`src/rtl/win_pkg.sv`:
```
package win_pkg;
  localparam int unsigned LEG_AW = 20;
  localparam logic [7:0] BANK_REG_OFS = 8'h72;

  typedef enum logic [1:0] {
    MAP_A0_128K = 2'b00,
    MAP_A0_64K  = 2'b01,
    MAP_B0_32K  = 2'b10,
    MAP_B8_32K  = 2'b11
  } leg_map_e;

  typedef struct packed {
    logic [LEG_AW-1:0] lo;   // inclusive
    logic [LEG_AW-1:0] hi;   // exclusive
    logic [15:0]       mask;
  } leg_win_t;

  function automatic leg_win_t leg_window(leg_map_e m);
    leg_win_t w;
    case (m)
      MAP_A0_128K: w = '{lo: 20'hA0000, hi: 20'hC0000, mask: 16'hFFFF};
      MAP_A0_64K:  w = '{lo: 20'hA0000, hi: 20'hB0000, mask: 16'hFFFF};
      MAP_B0_32K:  w = '{lo: 20'hB0000, hi: 20'hB8000, mask: 16'h7FFF};
      default:     w = '{lo: 20'hB8000, hi: 20'hC0000, mask: 16'h7FFF};
    endcase
    return w;
  endfunction
endpackage

```
`src/rtl/win_legacy_dec.sv`:
```
module win_legacy_dec
  import win_pkg::*;
#(
  parameter int unsigned ADDR_W     = 32,
  parameter int unsigned BANK_OFF_W = 21,
  localparam int unsigned OFF_W     = BANK_OFF_W + 1
) (
  input  logic                  en_i,
  input  logic [ADDR_W-1:0]     addr_i,
  input  logic [1:0]            map_sel_i,
  input  logic [BANK_OFF_W-1:0] bank_off_i,
  output logic                  hit_o,
  output logic [OFF_W-1:0]      off_o
);
  leg_win_t win;
  logic     low_mb;
  logic     in_rng;

  always_comb begin
    win    = leg_window(leg_map_e'(map_sel_i));
    low_mb = (addr_i[ADDR_W-1:LEG_AW] == '0);
    in_rng = (addr_i[LEG_AW-1:0] >= win.lo) && (addr_i[LEG_AW-1:0] < win.hi);
    hit_o  = en_i && low_mb && in_rng;
    off_o  = OFF_W'(addr_i[15:0] & win.mask) + OFF_W'(bank_off_i);
  end
endmodule

```
`src/rtl/win_aperture.sv`:
```
module win_aperture #(
  parameter int unsigned ADDR_W    = 32,
  parameter int unsigned SIZE_LOG2 = 24,
  localparam int unsigned BASE_W   = ADDR_W - SIZE_LOG2
) (
  input  logic                 en_i,
  input  logic [ADDR_W-1:0]    addr_i,
  input  logic [BASE_W-1:0]    base_i,
  output logic                 hit_o,
  output logic [SIZE_LOG2-1:0] off_o
);
  assign hit_o = en_i && (addr_i[ADDR_W-1:SIZE_LOG2] == base_i);
  assign off_o = addr_i[SIZE_LOG2-1:0];
endmodule

```
`src/rtl/win_bank_reg.sv`:
```
module win_bank_reg
  import win_pkg::*;
#(
  parameter int unsigned BANK_W     = 8,
  parameter int unsigned BANK_SHIFT = 13,
  localparam int unsigned BANK_OFF_W = BANK_W + BANK_SHIFT
) (
  input  logic                  clk_i,
  input  logic                  rst_ni,
  input  logic                  wr_i,
  input  logic [7:0]            wr_ofs_i,
  input  logic [BANK_W-1:0]     wr_data_i,
  output logic [BANK_W-1:0]     bank_val_o,
  output logic [BANK_OFF_W-1:0] rd_bank_o,
  output logic [BANK_OFF_W-1:0] wr_bank_o
);
  logic load;
  logic nonzero;
  logic [BANK_OFF_W-1:0] new_off;

  assign load    = wr_i && (wr_ofs_i == BANK_REG_OFS);
  assign nonzero = (wr_data_i != '0);
  assign new_off = {wr_data_i - BANK_W'(1), {BANK_SHIFT{1'b0}}};

  always_ff @(posedge clk_i or negedge rst_ni) begin
    if (!rst_ni) begin
      bank_val_o <= '0;
      rd_bank_o  <= '0;
      wr_bank_o  <= '0;
    end else if (load) begin
      bank_val_o <= wr_data_i;
      if (nonzero) begin
        rd_bank_o <= new_off;
        wr_bank_o <= new_off;
      end
    end
  end

  p_bank_load_r7: assert property (@(posedge clk_i) disable iff (!rst_ni)
    (load && nonzero) |=> (rd_bank_o == wr_bank_o) && (bank_val_o == $past(wr_data_i))
                          && (rd_bank_o[BANK_SHIFT-1:0] == '0));

  p_bank_zero_r8: assert property (@(posedge clk_i) disable iff (!rst_ni)
    (load && !nonzero) |=> (bank_val_o == '0) && $stable(rd_bank_o) && $stable(wr_bank_o));

  p_bank_hold_r9: assert property (@(posedge clk_i) disable iff (!rst_ni)
    !load |=> $stable(bank_val_o) && $stable(rd_bank_o) && $stable(wr_bank_o));
endmodule

```
`src/rtl/mem_window_dec.sv`:
```
module mem_window_dec
  import win_pkg::*;
#(
  parameter int unsigned ADDR_W     = 32,
  parameter int unsigned LIN_LOG2   = 24,
  parameter int unsigned REG_LOG2   = 18,
  parameter int unsigned ROM_LOG2   = 15,
  parameter int unsigned BANK_W     = 8,
  parameter int unsigned BANK_SHIFT = 13,
  localparam int unsigned BANK_OFF_W = BANK_W + BANK_SHIFT,
  localparam int unsigned LEG_OFF_W  = BANK_OFF_W + 1
) (
  input  logic                       clk_i,
  input  logic                       rst_ni,
  input  logic [ADDR_W-1:0]          addr_i,
  input  logic                       host_wr_i,
  input  logic [1:0]                 map_sel_i,
  input  logic                       mem_en_i,
  input  logic [ADDR_W-LIN_LOG2-1:0] lin_base_i,
  input  logic [ADDR_W-REG_LOG2-1:0] reg_base_i,
  input  logic                       rom_en_i,
  input  logic [ADDR_W-ROM_LOG2-1:0] rom_base_i,
  input  logic                       bank_wr_i,
  input  logic [7:0]                 bank_ofs_i,
  input  logic [BANK_W-1:0]          bank_data_i,
  output logic                       leg_hit_o,
  output logic [LEG_OFF_W-1:0]       leg_off_o,
  output logic                       lin_hit_o,
  output logic [LIN_LOG2-1:0]        lin_off_o,
  output logic                       reg_hit_o,
  output logic [REG_LOG2-1:0]        reg_off_o,
  output logic                       rom_hit_o,
  output logic [ROM_LOG2-1:0]        rom_off_o,
  output logic [BANK_W-1:0]          bank_val_o,
  output logic [BANK_OFF_W-1:0]      rd_bank_o,
  output logic [BANK_OFF_W-1:0]      wr_bank_o
);
  logic leg_raw, lin_raw, reg_raw, rom_raw;
  logic [BANK_OFF_W-1:0] bank_sel;

  win_bank_reg #(.BANK_W(BANK_W), .BANK_SHIFT(BANK_SHIFT)) u_bank (
    .clk_i     (clk_i),
    .rst_ni    (rst_ni),
    .wr_i      (bank_wr_i),
    .wr_ofs_i  (bank_ofs_i),
    .wr_data_i (bank_data_i),
    .bank_val_o(bank_val_o),
    .rd_bank_o (rd_bank_o),
    .wr_bank_o (wr_bank_o)
  );

  assign bank_sel = host_wr_i ? wr_bank_o : rd_bank_o;

  win_legacy_dec #(.ADDR_W(ADDR_W), .BANK_OFF_W(BANK_OFF_W)) u_leg (
    .en_i      (mem_en_i),
    .addr_i    (addr_i),
    .map_sel_i (map_sel_i),
    .bank_off_i(bank_sel),
    .hit_o     (leg_raw),
    .off_o     (leg_off_o)
  );

  win_aperture #(.ADDR_W(ADDR_W), .SIZE_LOG2(LIN_LOG2)) u_lin (
    .en_i(mem_en_i), .addr_i(addr_i), .base_i(lin_base_i), .hit_o(lin_raw), .off_o(lin_off_o)
  );

  win_aperture #(.ADDR_W(ADDR_W), .SIZE_LOG2(REG_LOG2)) u_reg (
    .en_i(mem_en_i), .addr_i(addr_i), .base_i(reg_base_i), .hit_o(reg_raw), .off_o(reg_off_o)
  );

  // ROM decode is not gated by the memory enable
  win_aperture #(.ADDR_W(ADDR_W), .SIZE_LOG2(ROM_LOG2)) u_rom (
    .en_i(rom_en_i), .addr_i(addr_i), .base_i(rom_base_i), .hit_o(rom_raw), .off_o(rom_off_o)
  );

  // fixed priority: legacy > register > linear > rom
  always_comb begin
    leg_hit_o = leg_raw;
    reg_hit_o = reg_raw && !leg_raw;
    lin_hit_o = lin_raw && !leg_raw && !reg_raw;
    rom_hit_o = rom_raw && !leg_raw && !reg_raw && !lin_raw;
  end

  p_one_hit_r10: assert property (@(posedge clk_i) disable iff (!rst_ni)
    $onehot0({leg_hit_o, reg_hit_o, lin_hit_o, rom_hit_o}));

  p_mem_gate_r3: assert property (@(posedge clk_i) disable iff (!rst_ni)
    !mem_en_i |-> !leg_hit_o && !lin_hit_o && !reg_hit_o);

  p_leg_range_r1: assert property (@(posedge clk_i) disable iff (!rst_ni)
    leg_hit_o |-> (addr_i >= ADDR_W'(32'hA0000)) && (addr_i < ADDR_W'(32'hC0000)));

  p_lin_base_r4: assert property (@(posedge clk_i) disable iff (!rst_ni)
    lin_hit_o |-> (addr_i[ADDR_W-1:LIN_LOG2] == lin_base_i));

  p_rom_en_r6: assert property (@(posedge clk_i) disable iff (!rst_ni)
    rom_hit_o |-> rom_en_i);
endmodule

```
`config.mk`:
```
export PLATFORM = sky130hd
export DESIGN_NAME = mem_window_dec
export DESIGN_NICKNAME = d
export VERILOG_FILES = /design/src/rtl/win_pkg.sv /design/src/rtl/win_legacy_dec.sv /design/src/rtl/win_aperture.sv /design/src/rtl/win_bank_reg.sv /design/src/rtl/mem_window_dec.sv
export SDC_FILE = /design/constraint.sdc
export NUM_CORES = 1
export LEC_CHECK = 0
export BUFFER_PORTS_ARGS = -buffer_cell sky130_fd_sc_hd__buf_4
export CAP_MARGIN = 20
export CORE_ASPECT_RATIO = 0.5
export CORE_MARGIN = 3
export CORE_UTILIZATION = 38
export DETAILED_ROUTE_END_ITERATION = 6
export GPL_TIMING_DRIVEN = 0
export HOLD_SLACK_MARGIN = 0.1
export PLACE_DENSITY = 0.94
export SLEW_MARGIN = 5
export SYNTH_ARGS = -nofsm -noshare
export SYNTH_HDL_FRONTEND = slang
export SYNTH_SLANG_ARGS = --single-unit
```
`constraint.sdc`:
```
create_clock -name clk_i -period 1.8 [get_ports clk_i]
set_input_delay 0.09 -clock clk_i [delete_from_list [all_inputs] [get_ports clk_i]]
set_output_delay 0.09 -clock clk_i [all_outputs]
set_load 0.02 [all_outputs]
```
* Word-level counts from Yosys, hierarchy flattened
Cells that the tools add are included.
** Operators by class
- $add $sub $neg :: 2
- Order comparisons :: 2
- Equality and inequality tests :: 6
- Muxes and demuxes :: 1
- Bitwise gates (word level) :: 1
- Reduce and logical (&&, ||, !) cells :: 20
** Operators by type and width (number)
- $pmux W53 S3 :: 1
- $add A22 B21 Y22 :: 1
- $ge A20 B20 Y1 :: 1
- $lt A20 B20 Y1 :: 1
- $eq A17 B17 Y1 :: 1
- $and A16 B16 Y16 :: 1
- $eq A14 B14 Y1 :: 1
- $logic_and A1 B1 Y1 :: 13
- $logic_not A12 Y1 :: 1
- $eq A8 B7 Y1 const B :: 1
- $eq A8 B8 Y1 :: 1
- $reduce_bool A8 Y1 :: 1
- $sub A8 B1 Y8 const B :: 1
- $logic_not A1 Y1 :: 3
- $eq A2 B1 Y1 const B :: 1
- $eq A2 B2 Y1 const B :: 1
- $logic_not A2 Y1 :: 1
- $reduce_and A2 Y1 :: 1
** Word-level totals
- Flip-flop bits (word level) :: 16
- Input bits :: 95
- Output and inout bits :: 133

* Longest topological paths before layout
- Depth in word-level cells :: 9
- Gate-level depth with buffers :: 9

* Cells and area by module
From an unflattened synthesis, not the netlist that was laid out.
** Second synthesis, totals
- Cells, all modules :: 421
- Area total of the unflattened synthesis :: 3631.0 µm²
** Modules (own cells, without submodules)
- win_legacy_dec :: instances 1, cells each 189, area each 1358.8 µm²
- win_bank_reg :: instances 1, cells each 95, area each 1042.2 µm²
- mem_window_dec :: instances 1, cells each 26, area each 356.6 µm²
- win_aperture at u_rom :: instances 1, cells each 38, area each 304.0 µm²
- win_aperture at u_reg :: instances 1, cells each 37, area each 294.0 µm²
- win_aperture at u_lin :: instances 1, cells each 36, area each 275.3 µm²

* Worst setup path after synthesis
No wires, ideal clock.
- Path kind :: input to output
- Start point :: input port map_sel_i[0]
- End point :: output port rom_hit_o
- Data arrival time :: 2.001 ns
- Required time :: 1.710 ns
- Setup slack :: -0.291 ns
- Cell stages on the path :: 9
- Path buffers :: 0
- Cells stage by stage :: inv_1 ha_1 nor2_1 ha_1 nor2b_1 o21a_1 o21ai_1 a221oi_2 nor4b_1
** Between the ends
- Longest elaborated chain between the ends :: 9
- Elaborated cells between the ends (all ways) :: 12
** RTL lines
- from (decl) :: RTL line mem_window_dec.sv:17 : input logic [1:0] map_sel_i,
- $eq A2 B2 Y1 (tied with other cells) :: RTL line win_pkg.sv:20 : case (m)
- $pmux W53 S3 (*) :: RTL line win_pkg.sv:20
- $ge A20 B20 Y1 / $lt A20 B20 Y1 (equally long branches) :: RTL line win_legacy_dec.sv:22 : in_rng = (addr_i[LEG_AW-1:0] >= win.lo) && (addr_i[LEG_AW-1:0] < win.hi);
- $logic_and A1 B1 Y1 (*) :: RTL line win_legacy_dec.sv:22
- $logic_and A1 B1 Y1 (*) :: RTL line win_legacy_dec.sv:23 : hit_o = en_i && low_mb && in_rng;
- net leg_hit_o :: RTL line mem_window_dec.sv:26 : output logic leg_hit_o,
- $logic_not A1 Y1 (*) :: RTL line mem_window_dec.sv:81 : rom_hit_o = rom_raw && !leg_raw && !reg_raw && !lin_raw;
- $logic_and A1 B1 Y1 (*) (3 in series) :: RTL line mem_window_dec.sv:81
- to (decl) :: RTL line mem_window_dec.sv:32 : output logic rom_hit_o,
The timed path passes the listed nets; every way through them passes the cells marked *.

* Worst setup path in the final report
- Start point :: register u_bank.rd_bank_o[13]
- End point :: output port leg_off_o[19]
** Between the ends
- Longest elaborated chain between the ends :: 1
** RTL lines
- from (decl) :: RTL line win_bank_reg.sv:14 : output logic [BANK_OFF_W-1:0] rd_bank_o,
- from (signal assigned) :: RTL line win_bank_reg.sv:33 : rd_bank_o <= new_off;
- $add A22 B21 Y22 :: RTL line win_legacy_dec.sv:24 : off_o = OFF_W'(addr_i[15:0] & win.mask) + OFF_W'(bank_off_i);
- to (decl) :: RTL line mem_window_dec.sv:27 : output logic [LEG_OFF_W-1:0] leg_off_o,
Every way passes these cells.

==> impl_metrics.tcl <==
set metrics [dict create \
    nets 646 \
    layout.cells.most_common "buf_4" \
    fin_ws_ns -0.148 \
    grt_use_total_pct 22.4 \
    cp.required_ns 1.71 \
    violations "setup timing" \
    cp-start-kind "register" \
    cp.arrival_ns 1.86 \
    globalRouteOverflowTotal 0 \
    hpwl_um 7570 \
    antenna_left 0 \
    seq_area_frac_synth_pct 16.4 \
    die_width_um 119 \
    synth_edf_count 0 \
    coreArea_sq_mm 0.00582 \
    drc 0 \
    ff_latch_area_sq_um 402 \
    timing.fmax_mhz 513 \
    final_cells 619 \
    worstSetupEndpointType "output pin" \
    yosysUniqueCellTypes 34 \
    drive_gt1_share_pct 65.2 \
    most-common-layout-cells "buf_4, xor2_1, conb_1" \
    maxSlewViolCount 0 \
    viasPerCell 4.35 \
    synth_area_leader_cell "buf_4" \
    cts-root-buf "clkbuf_16" \
    placed_cell_area_sq_mm 0.00423 \
    cp_max_fo 2 \
    detail_route.wl_per_cell_um 14.8 \
    grt_pass1_vias 2811 \
    crit_type "register to output pin" \
    p_per_area_mw_per_mm2 427 \
    worstSkewPairLatency_ns 0.24 \
    finish.utilization_pct 78.8 \
    initial_core_util_pct 41.8 \
    status "finished, violations left" \
    max_slew.worst_pin.slew_ns 0.498 \
    postSynth.asyncResetShare_pct 100 \
    hp-class "primary input to register" \
    numPlacedInstances 599 \
    hold_viol 0 \
    ir_drop_uv 516 \
    antenna_found_initial 0 \
    numCtsBuffers 3 \
    rsz0062_at_grt "yes" \
    diodes 0 \
    design_area_sq_mm 0.00459 \
    slew-limit-headroom_pct 66.5 \
    cellLeakagePower_nw 2.48 \
    place_ws_ns -0.227 \
    dr.first_iter.drc_count 73 \
    placement.io_buffers 200 \
    ys_ff_latch 16 \
    synth_area_sq_mm 0.00243 \
    nFillCells 418 \
    yosys_warnings 0 \
    ios 228 \
    vias 2694 \
    row_count 19 \
    drv_cap 0 \
    die_h_um 62.6 \
    synth_area_leaders "buf_4, dfrtp_1, xor2_1" \
    synth.avg_cell_area_sq_um 8.40 \
    fin_worst_skew_ns 0 \
    grt_start_max_net_pins 17 \
    grt_pass1_wl_um 13700 \
    areaGrowthSynthToFinish_pct 88.6 \
    postSynthCellCount 290 \
    drt_first_pass_iters 4 \
    fin_crit_ns 1.95 \
    wirelength_um 9130 \
    cp_common_cell "inv_2" \
    ys.flop_type "dfrtp_1" \
    holdWs_ns 0.114 \
    place.gp.congestion 0.853 \
    clock-sinks 16 \
    synth.top_cell.area_share_pct 32.1 \
    multi_input_area_sq_mm 0.00145 \
    post-route-period-util_pct 108 \
    path_cells "ha_4 > inv_2 > fa_2 > inv_2 > a21o_1 > nand4_1 > xnor2_2 > buf_4" \
    slowest_stage "dfrtp_2" \
    clkTransAtPathRegs_ns 0.05 \
    setup_viol 10 \
    cts_max_path_buffers 2 \
    cp_slowest_stage_delay_ns 0.38 \
    htree_num_levels 1 \
    dieArea_sq_mm 0.00746 \
    cts_tree "done" \
]
==> stage by stage <==
step,total power [mW],setup TNS [ns]
detailed placement,1.43,-0.883
finish,1.96,-0.809
CTS,1.95,-0.607
global route,2.06,-1.55
global placement,1.40,-0.772
floorplan,0.961,0
==> metal layers <==
layer  vias up  wire length (um)  share of wire [%]  GRT usage, %
met3        16               471                5.2          3.07
met2        96              5440                 60          48.4
met1      1254              3070                 34          21.8
li1       1328                 -                  -             -
met5         -                 0                  0             0
met4         0               155                1.7          6.20
==> power by group <==
part | internal (mW) | total [mW] | switching [mW]
registers | 0.378 | 0.398 | 0.0195
clock network | 0.337 | 0.473 | 0.136
logic | 0.571 | 1.09 | 0.519
total | 1.29 | 1.96 | 0.675
==> Yosys cell counts (2+ instances only) <==
master and instances:
nor3b_1 4, a21o_1 3, xor2_1 27, o21ai_1 11, xnor2_1 24, nor3_1 2, nor4_2 2, inv_1 11
buf_4 104, mux2_1 6, nand2_1 16, nand3_1 2, ha_1 14, nor4_1 10, dfrtp_1 16, nor2_1 11
nand4_1 10
==> critical path, delay by kind of cell, from the launching register on <==
kind,cells,cell delay [ns]
XOR/XNOR,1,0.18
adder cells (fa/ha/maj),2,0.48
AND/OR/NAND/NOR,1,0.19
flip-flops,1,0.38
AO/OA/AOI/OAI,1,0.13
buffers and inverters,3,0.26
==> logic make-up after synthesis <==
| logic type | share of synthesized area, % |
|---|---|
| other | 0.154 |
| AND/OR/NAND/NOR | 15.0 |
| buffers and inverters | 34.1 |
| multiplexers | 2.77 |
| adder cells (fa/ha/maj) | 8.02 |
| flip-flops | 16.4 |
| AO/OA/AOI/OAI | 5.19 |
| XOR/XNOR | 18.3 |
==> registers in the layout, summed over array words and instances, names as in the netlist <==
| register | cells |
|---|---|
| u_bank.bank_val_o | 8 |
| u_bank.rd_bank_o | 8 |
==> worst paths after layout <==
path                                 startpoint                   end  slack (ns)  depth (start not counted)
hold reg to reg            u_bank.bank_val_o[6]  u_bank.bank_val_o[6]        0.50                          1
min in group asynchronous                rst_ni  u_bank.bank_val_o[0]        0.28                          2
max in group asynchronous                rst_ni  u_bank.rd_bank_o[13]        1.33                          2
setup reg to reg           u_bank.bank_val_o[7]  u_bank.bank_val_o[7]        0.99                          1
setup / recovery           u_bank.rd_bank_o[13]         leg_off_o[19]       -0.15                          8
hold / removal                   bank_data_i[7]  u_bank.bank_val_o[7]        0.11                          2
==> cell type report <==
class	instances	area share (%)
Sequential cell	16	8.75
Timing Repair Buffer	216	37.1
Buffer	106	17.2
Clock buffer	4	1.93
Inverter	11	1.12
Multi-Input combinational cell	182	31.6
Tap cell	84	2.29
==> what timing repair did <==
item,in CTS,in global routing
setup endpoints to repair,10,11
endpoints found under the hold margin,20,0
cloned,0,0
buffers inserted,8,3
pin swaps,15,8
hold buffers,5,0
resized for setup,24,10
Power figures use the tool's default switching activity.
